### config.mk
export PLATFORM = sky130hd
export DESIGN_NAME = acc64_dyn
export DESIGN_NICKNAME = d
export VERILOG_FILES = /design/src/rtl/acc64_pkg.sv /design/src/rtl/acc64_mode_decode.sv /design/src/rtl/acc64_addend_gen.sv /design/src/rtl/acc64_sum_unit.sv /design/src/rtl/acc64_dyn.sv
export SDC_FILE = /design/constraint.sdc
export NUM_CORES = 1
export LEC_CHECK = 0
export BUFFER_PORTS_ARGS = -buffer_cell sky130_fd_sc_hd__buf_2
export CAP_MARGIN = 5
export CORE_MARGIN = 1
export CORE_UTILIZATION = 30
export CTS_CLUSTER_SIZE = 24
export DETAILED_ROUTE_END_ITERATION = 12
export GPL_ROUTABILITY_DRIVEN = 1
export PLACE_DENSITY = 0.44
export SYNTH_ARGS = -nofsm -noshare
export SYNTH_HDL_FRONTEND = slang
export SYNTH_SLANG_ARGS = --single-unit
### constraint.sdc
create_clock -name clk -period 10.8 [get_ports clk]
set_input_delay 1.62 -clock clk [delete_from_list [all_inputs] [get_ports clk]]
set_output_delay 1.62 -clock clk [all_outputs]
set_load 0.02 [all_outputs]
### src/rtl/acc64_pkg.sv
// Package: shared types for the dynamic accumulator.
// Assumes: consumers agree on the meaning of each mode below.
package acc64_pkg;

    // Operation applied to the result register in one enabled cycle.
    typedef enum logic [1:0] {
        ACC_MODE_LOAD   = 2'd0,  // result = operand
        ACC_MODE_ADD    = 2'd1,  // result = previous + operand
        ACC_MODE_SUB    = 2'd2,  // result = previous - operand
        ACC_MODE_PRESET = 2'd3   // result = operand + one-hot constant
    } acc_mode_e;

endpackage

### src/rtl/acc64_mode_decode.sv
// Module: acc64_mode_decode
// Maps the three per-cycle control bits to one accumulator mode.
// Assumes: every code not assigned a mode falls back to plain load.
module acc64_mode_decode
    import acc64_pkg::*;
(
    input  logic      ctl_sub,
    input  logic      ctl_preset,
    input  logic      ctl_feedback,
    output acc_mode_e mode
);

    // Decode the 3-bit code; unassigned codes behave as load.
    always_comb begin
        unique case ({ctl_sub, ctl_preset, ctl_feedback})
            3'b001:  mode = ACC_MODE_ADD;
            3'b101:  mode = ACC_MODE_SUB;
            3'b010:  mode = ACC_MODE_PRESET;
            default: mode = ACC_MODE_LOAD;
        endcase
    end

endmodule

### src/rtl/acc64_addend_gen.sv
// Module: acc64_addend_gen
// Produces the adder's right-hand terms: the sign-extended operand,
// inverted when subtracting (carry-in completes the two's complement),
// and a one-hot rounding constant that is nonzero only in preset mode.
// Assumes: ACC_W is a power of two and OPD_W < ACC_W.
module acc64_addend_gen
    import acc64_pkg::*;
#(
    parameter int ACC_W = 64,
    parameter int OPD_W = 54,
    localparam int SEL_W = $clog2(ACC_W)
) (
    input  logic [OPD_W-1:0] opd,
    input  logic [SEL_W-1:0] pre_sel,
    input  acc_mode_e        mode,
    output logic [ACC_W-1:0] addend,
    output logic [ACC_W-1:0] pre_const,
    output logic             carry_in
);

    localparam int EXT_W = ACC_W - OPD_W;

    logic [ACC_W-1:0] opd_ext;
    logic             is_preset;

    // Widen the operand by replicating its sign bit.
    always_comb opd_ext = {{EXT_W{opd[OPD_W-1]}}, opd};

    // Invert for subtraction; the carry-in adds the missing one.
    always_comb begin
        addend   = (mode == ACC_MODE_SUB) ? ~opd_ext : opd_ext;
        carry_in = (mode == ACC_MODE_SUB);
    end

    // Flag cycles that take the rounding constant.
    always_comb is_preset = (mode == ACC_MODE_PRESET);

    // One comparator per bit builds the one-hot constant.
    for (genvar b = 0; b < ACC_W; b++) begin : g_onehot
        assign pre_const[b] = is_preset && (pre_sel == SEL_W'(b));
    end

    // Guard: preset mode must yield exactly one set bit.
    always_comb begin
        if (is_preset) begin
            assert_preset_onehot_R6: assert ($countones(pre_const) == 1);
        end
    end

endmodule

### src/rtl/acc64_sum_unit.sv
// Module: acc64_sum_unit
// Gates the feedback path and forms the next accumulator value with a
// single wrap-around adder.
// Assumes: addend and constant come from acc64_addend_gen.
module acc64_sum_unit
    import acc64_pkg::*;
#(
    parameter int ACC_W = 64
) (
    input  logic [ACC_W-1:0] acc_prev,
    input  acc_mode_e        mode,
    input  logic [ACC_W-1:0] addend,
    input  logic [ACC_W-1:0] pre_const,
    input  logic             carry_in,
    output logic [ACC_W-1:0] acc_next
);

    logic [ACC_W-1:0] feedback;

    // Keep the previous total only in add and subtract modes.
    always_comb begin
        feedback = ((mode == ACC_MODE_ADD) || (mode == ACC_MODE_SUB))
                   ? acc_prev : '0;
    end

    // Sum all terms modulo 2^ACC_W.
    always_comb acc_next = feedback + addend + pre_const + ACC_W'(carry_in);

endmodule

### src/rtl/acc64_dyn.sv
// Module: acc64_dyn (top)
// Registered 64-bit accumulator whose operation is chosen every cycle
// by three control bits: load, add, subtract, or load with a one-hot
// rounding constant. One cycle of latency, no bubbles.
// Assumes: synchronous active-low reset, which overrides the enable.
module acc64_dyn
    import acc64_pkg::*;
#(
    parameter int ACC_W = 64,
    parameter int OPD_W = 54,
    localparam int SEL_W = $clog2(ACC_W)
) (
    input  logic             clk,
    input  logic             rst_n,
    input  logic             en,
    input  logic             ctl_sub,
    input  logic             ctl_preset,
    input  logic             ctl_feedback,
    input  logic [SEL_W-1:0] pre_sel,
    input  logic [OPD_W-1:0] opd,
    output logic [ACC_W-1:0] acc_q
);

    acc64_pkg::acc_mode_e mode;
    logic [ACC_W-1:0]     addend;
    logic [ACC_W-1:0]     pre_const;
    logic                 carry_in;
    logic [ACC_W-1:0]     acc_next;

    acc64_mode_decode u_decode (
        .ctl_sub      (ctl_sub),
        .ctl_preset   (ctl_preset),
        .ctl_feedback (ctl_feedback),
        .mode         (mode)
    );

    acc64_addend_gen #(
        .ACC_W (ACC_W),
        .OPD_W (OPD_W)
    ) u_addend (
        .opd       (opd),
        .pre_sel   (pre_sel),
        .mode      (mode),
        .addend    (addend),
        .pre_const (pre_const),
        .carry_in  (carry_in)
    );

    acc64_sum_unit #(
        .ACC_W (ACC_W)
    ) u_sum (
        .acc_prev  (acc_q),
        .mode      (mode),
        .addend    (addend),
        .pre_const (pre_const),
        .carry_in  (carry_in),
        .acc_next  (acc_next)
    );

    // Result register: reset clears it, the enable gates updates.
    always_ff @(posedge clk) begin
        if (!rst_n) begin
            acc_q <= '0;
        end else if (en) begin
            acc_q <= acc_next;
        end
    end

    // ---------------- assertions on the port behaviour ----------------
    logic [ACC_W-1:0] chk_ext;
    logic [2:0]       chk_code;

    // Checker-side view of the operand and the control code.
    always_comb begin
        chk_ext  = {{(ACC_W-OPD_W){opd[OPD_W-1]}}, opd};
        chk_code = {ctl_sub, ctl_preset, ctl_feedback};
    end

    assert_reset_clears_R1: assert property (
        @(posedge clk) !rst_n |=> acc_q == '0);

    assert_hold_when_idle_R2: assert property (
        @(posedge clk) disable iff (!rst_n)
        !en |=> $stable(acc_q));

    assert_load_plain_R3: assert property (
        @(posedge clk) disable iff (!rst_n)
        (en && chk_code == 3'b000) |=> acc_q == $past(chk_ext));

    assert_add_prev_R4: assert property (
        @(posedge clk) disable iff (!rst_n)
        (en && chk_code == 3'b001) |=> acc_q == $past(acc_q) + $past(chk_ext));

    assert_sub_prev_R5: assert property (
        @(posedge clk) disable iff (!rst_n)
        (en && chk_code == 3'b101) |=> acc_q == $past(acc_q) - $past(chk_ext));

    assert_unlisted_as_load_R7: assert property (
        @(posedge clk) disable iff (!rst_n)
        (en && (chk_code == 3'b011 || chk_code == 3'b100 ||
                chk_code == 3'b110 || chk_code == 3'b111))
        |=> acc_q == $past(chk_ext));

endmodule

==> impl_metrics.json, run 1 <==
{
  "ys.flop_type": "dfxtp_1",
  "dieArea_sq_um": 30700,
  "area_delta_synth_final_pct": 15.0,
  "finalCritPeriodShare": 0.640,
  "place_ws_ns": 3.54,
  "layout-drive-gt1-share": 0.134,
  "cts_buffers": 9,
  "synth-edff-count": 0,
  "met3_usage": 0.0225,
  "htreeDepth": 3,
  "wl_per_cell_um": 18.9,
  "startpoint_type": "primary input",
  "rsz0062_at_grt": "no",
  "max_cap_violations": 0,
  "relSlewSlack": 0.320,
  "path_max_fanout": 55,
  "period_minus_slack_ns": 6.91,
  "slew_viol_final": 0,
  "seq_area_frac_synth": 0.142,
  "clkTransAtPathRegs_ns": 0.06,
  "num_rows": 63,
  "clockRootBuffer": "clkbuf_16",
  "whs_path_depth": 2,
  "largest_reg_flops": 64,
  "place_hpwl_um": 24600,
  "gr-usage-met2": 0.334,
  "reg_top3": "acc_q: 64 flops",
  "via_count": 8532,
  "syn_area_per_cell_sq_um": 7.56,
  "final_antenna_net_count": 0,
  "rr_worst_depth": 16,
  "synthCells": 1192,
  "antenna_found_initial": 0,
  "yosys_warnings": 0,
  "first_pass_iters": 5,
  "clock_tree.buffer_depth": 2,
  "fin_nets": 1483,
  "n_antenna_cell": 0,
  "num-fill-cells": 3198,
  "first_iter_violations": 636,
  "syn_area_sq_um": 9010,
  "worst_pin_slew_ns": 1.02,
  "top_usage_layer": "met2",
  "route.detailed.drc": 0,
  "cp-end-kind": "flop",
  "totalWireLength_um": 31900,
  "grt_max_degree": 65,
  "cts_resized": 0,
  "path_class": "in -> reg",
  "core_area_sq_um": 29600,
  "grt_pass1_vias": 8576,
  "syn-num-nets": 1386,
  "hold_buffers": 0,
  "cts_sinks": 64,
  "insertion_delay_ns": 0.36,
  "place.port_buffers": 129,
  "cp.arrival_ns": 7.16,
  "ioPinCount": 130,
  "grt_usage": 0.211,
  "fin_ws_ns": 3.89,
  "post_cts_buffers": 0,
  "fmax_mhz": 145,
  "status": "completed",
  "fp.dieW_um": 175,
  "avgViaCountPerCell": 5.07,
  "die_h_um": 175,
  "use_met1": 0.303,
  "fin_setup_tns_ns": 0,
  "synth-async-reset-ratio": 0,
  "finalHoldViolCount": 0,
  "regMostFlops": "acc_q",
  "setup_viol": 0,
  "initial_utilization": 0.305,
  "synth.distinct_cells": 68,
  "powerDensity_nw_per_um2": 122,
  "place.gp.congestion": 0.846,
  "cts_tree": "yes",
  "final.setup_skew_ns": 0.0107,
  "hp-class": "reg -> reg",
  "grt_pass1_wl_um": 49600,
  "peakVddDrop_mv": 0.0580,
  "required_ns": 11.04,
  "gr-total-overflow": 0,
  "leakagePower_nw": 4.86,
  "synth-seq-cells": 64
}
## cell usage in the layout (no fill, tap or decap), types with 4 or more instances in the layout
cell         n
a21o_1      20
nor2b_1     12
nor4_1       4
o21bai_1    13
o21ai_0     39
dfxtp_1     64
fa_1        64
nand2_1    129
a21oi_1     79
and2_1      13
nand2b_1    67
ha_1        63
o21a_1       5
xnor2_1     80
o21ai_1      7
or3_1        9
mux2i_1     39
o31ai_1      4
inv_1      136
a21boi_0     4
xor2_1      30
o211ai_1     9
and3_1       7
nor3_1      17
buf_4       12
buf_2      129
nand4_1     21
clkbuf_16    9
o41ai_1      5
a211oi_1    12
nor2_1     106
a31oi_1      8
nand3_1     16
## power by group
part	internal [mW]	switching, mW
registers	0.271	0.0296
logic	0.238	0.400
clock network	0.191	0.130
## per-stage QoR
stage,power [mW],hold WS (ns),instances,util,cell area [sq um]
3_3_place_gp,0.941,0.478,1668,0.340,10100
3_5_place_dp,0.940,0.466,1668,0.340,10100
2_1_floorplan,0.754,0.537,1192,-,9010
4_1_cts,1.27,0.474,1684,0.351,10400
6_report,1.26,0.472,1684,0.351,10400
5_1_grt,1.35,0.532,1684,0.351,10400
## per-layer routing
metal | part of all wire | up-vias
met1 | 0.50 | 4094
met4 | 0.020 | 0
met5 | 0 | -
met3 | 0.045 | 36
met2 | 0.44 | 223
li1 | - | 4179
## final timing paths
| check | slack [ns] | endpoint | from |
|---|---|---|---|
| worst max register to register | 6.38 | acc_q[54]$_SDFFE_PN0P_ | acc_q[0]$_SDFFE_PN0P_ |
| worst max-delay path | 3.89 | acc_q[61]$_SDFFE_PN0P_ | ctl_sub |
| worst min-delay path | 0.47 | acc_q[54]$_SDFFE_PN0P_ | acc_q[54]$_SDFFE_PN0P_ |
| worst min register to register | 0.47 | acc_q[54]$_SDFFE_PN0P_ | acc_q[54]$_SDFFE_PN0P_ |
## Yosys cell counts, drive strengths merged, types with 9 or more instances
cell    count  share of area
a211oi     13          0.011
o21ai      46          0.026
clkbuf     50          0.021
xor2       30          0.029
nor2      106          0.044
nor3       20          0.011
ha         64          0.089
nor2b      12         0.0083
nand4      21          0.015
nand2b     67          0.047
a21oi      80          0.045
mux2i      39          0.043
inv       137          0.057
o21bai     13          0.011
dfxtp      64           0.14
or3         9         0.0062
a21o       20          0.017
fa         64           0.14
and2       13         0.0090
nand2     129          0.054
xnor2      80          0.078
o211ai      9         0.0075
nand3      16         0.0089
## worst max-delay path, stage by stage
cell	delay, ns
buf_2	0.12
or3b_2	0.47
nand2_1	0.12
ha_4	0.80
xnor2_1	0.24
fa_1	0.61
inv_1	0.06
ha_1	0.29
a21oi_1	0.19
nand4b_1	0.21
a2111oi_0	0.14
a311oi_1	0.78
a211oi_2	0.24
o21ai_1	0.36
a21boi_1	0.31
o31ai_2	0.13
mux2i_1	0.13
a311o_1	0.32
## cell families after synthesis
logic type                 Yosys count  share of synthesized area
AOI/OAI and AO/OA                  243                      0.176
adders and majority gates          128                      0.231
DFF                                 64                      0.142
muxes                               40                     0.0446
and+or+nand+nor                    415                      0.219
xor gates and xnor gates           110                      0.107
buffers and inverters              192                     0.0801
## area by class of cell
type	instances	area (sq um)	area share
Timing Repair Buffer	141	736	0.0710
Sequential cell	64	1280	0.124
Clock buffer	13	260	0.0251
Multi-Input combinational cell	936	7040	0.680
Clock inverter	3	40.0	0.00386
Inverter	137	514	0.0496
Tap cell	390	488	0.0471
Note: power is estimated with default switching activity, not from simulation.
==> run 2: changes to the inputs <==
Clock period 10.8 ns to 6.63 ns, I/O delays scaled along.
==> impl_metrics.json, run 2 (synthesized netlist as in run 1, its figures left out) <==
{
  "status": "finished, violations left",
  "violations": "design-rule violations",
  "fin_ws_ns": 0.872,
  "first_pass_iters": 9,
  "fin_setup_tns_ns": 0,
  "place.gp.congestion": 0.897,
  "fin_cells": 1699,
  "setup_viol": 0,
  "grt_pass1_wl_um": 50000,
  "place_hpwl_um": 25800,
  "wl_per_cell_um": 18.7,
  "totalWireLength_um": 31800,
  "final.setup_skew_ns": 0.0111,
  "place_ws_ns": 0.479,
  "ioPinCount": 130,
  "reg_top3": "acc_q: 64 flops",
  "worst_pin_slew_ns": 1.02,
  "hp-class": "reg -> reg",
  "whs_ns": 0.467,
  "initial_utilization": 0.305,
  "dpl.cell_count": 1683,
  "antenna_found_initial": 0,
  "regMostFlops": "acc_q",
  "rsz0062_at_grt": "no",
  "crit_chain": "buf_2 -> or3b_2 -> nand2_1 -> ha_4 -> buf_12 -> xnor2_1 -> fa_1 -> inv_1 -> ha_1 -> a21oi_1 -> o21ai_0 -> a211oi_1 -> o22ai_1 -> or3_1 -> o21ai_1 -> a21boi_1 -> o31ai_2 -> mux2i_1 -> a311o_1",
  "final_cell_mix": "136 x inv_1, 129 x nand2_1, 129 x buf_2, 106 x nor2_1, 80 x xnor2_1",
  "cp.arrival_ns": 6.00,
  "leakagePower_nw": 4.95,
  "core_area_sq_um": 29600,
  "period_minus_slack_ns": 5.76,
  "htreeDepth": 3,
  "insertion_delay_ns": 0.35,
  "cts_sinks": 64,
  "final_antenna_net_count": 0,
  "post_cts_buffers": 0,
  "area_delta_synth_final_pct": 16.5,
  "slew_viol_final": 0,
  "route.detailed.drc": 2,
  "powerDensity_nw_per_um2": 198,
  "clockRootBuffer": "clkbuf_16",
  "cp-end-kind": "flop",
  "n_antenna_cell": 0,
  "hold_buffers": 0,
  "cts_tree": "yes",
  "fmax_mhz": 174,
  "peakVddDrop_mv": 0.110,
  "finalHoldViolCount": 0,
  "die_h_um": 175,
  "relSlewSlack": 0.314,
  "place.port_buffers": 129,
  "path_class": "in -> reg",
  "required_ns": 6.87,
  "layout-drive-gt1-share": 0.143,
  "first_iter_violations": 571,
  "path_max_fanout": 40,
  "grt_pass1_vias": 8788,
  "cts_resized": 0,
  "avgViaCountPerCell": 5.05,
  "clock_tree.buffer_depth": 2,
  "slowest_stage": "fa_1",
  "finalCritPeriodShare": 0.868,
  "dieArea_sq_um": 30700,
  "gr-total-overflow": 0,
  "startpoint_type": "primary input",
  "largest_reg_flops": 64,
  "fp.dieW_um": 175,
  "num_rows": 63,
  "max_cap_violations": 0,
  "cts_buffers": 9,
  "via_count": 8572,
  "fin_nets": 1498,
  "slowest_delay_ns": 0.51,
  "grt_usage": 0.212,
  "clkTransAtPathRegs_ns": 0.06,
  "layout_commonest_cell": "inv_1",
  "grt_max_degree": 41
}
-- run 2: path summary, 6_finish.rpt --
| check | depth (start not counted) | to | from | slack, ns |
|---|---|---|---|---|
| worst min register to register | 2 | acc_q[54]$_SDFFE_PN0P_ | acc_q[54]$_SDFFE_PN0P_ | 0.47 |
| worst max-delay path | 19 | acc_q[61]$_SDFFE_PN0P_ | ctl_sub | 0.87 |
| worst max register to register | 16 | acc_q[54]$_SDFFE_PN0P_ | acc_q[0]$_SDFFE_PN0P_ | 2.33 |
| worst min-delay path | 2 | acc_q[54]$_SDFFE_PN0P_ | acc_q[54]$_SDFFE_PN0P_ | 0.47 |
-- run 2: worst max-delay path, delay by kind of cell --
family | cells | cell delay, ns
adder cells (fa/ha/maj) | 3 | 1.24
AO/OA/AOI/OAI | 8 | 2.04
AND/OR/NAND/NOR | 3 | 0.97
XOR/XNOR | 1 | 0.15
buffers and inverters | 3 | 0.45
multiplexers | 1 | 0.14
-- run 2: report_power, final --
| part | internal (mW) | switching (mW) |
|---|---|---|
| registers | 0.441 | 0.0473 |
| clock network | 0.340 | 0.205 |
| logic | 0.394 | 0.652 |
-- run 2: area by class of cell --
cell class | count | area [sq um]
Clock inverter | 3 | 65.1
Sequential cell | 64 | 1280
Timing Repair Buffer | 156 | 861
Fill cell | 3266 | 19100
Tap cell | 390 | 488
Clock buffer | 13 | 250
Multi-Input combinational cell | 936 | 7040
Inverter | 137 | 514
-- run 2: through the flow --
step | util | total power [mW] | cell area [sq um]
final | 0.355 | 2.08 | 10500
after global routing | 0.355 | 2.23 | 10500
after floorplan | - | 1.23 | 9010
after CTS | 0.355 | 2.10 | 10500
after detailed placement | 0.344 | 1.54 | 10200
after global placement | 0.344 | 1.54 | 10200
-- run 2: layer usage --
metal / up-vias / routed length (um) / share of wire / GRT usage
met5: - / 0 / 0 / 0
met4: 0 / 415 / 0.013 / 0.0453
met3: 22 / 1240 / 0.039 / 0.0271
met2: 210 / 14600 / 0.46 / 0.348
met1: 4122 / 15600 / 0.49 / 0.295
li1: 4218 / - / - / -
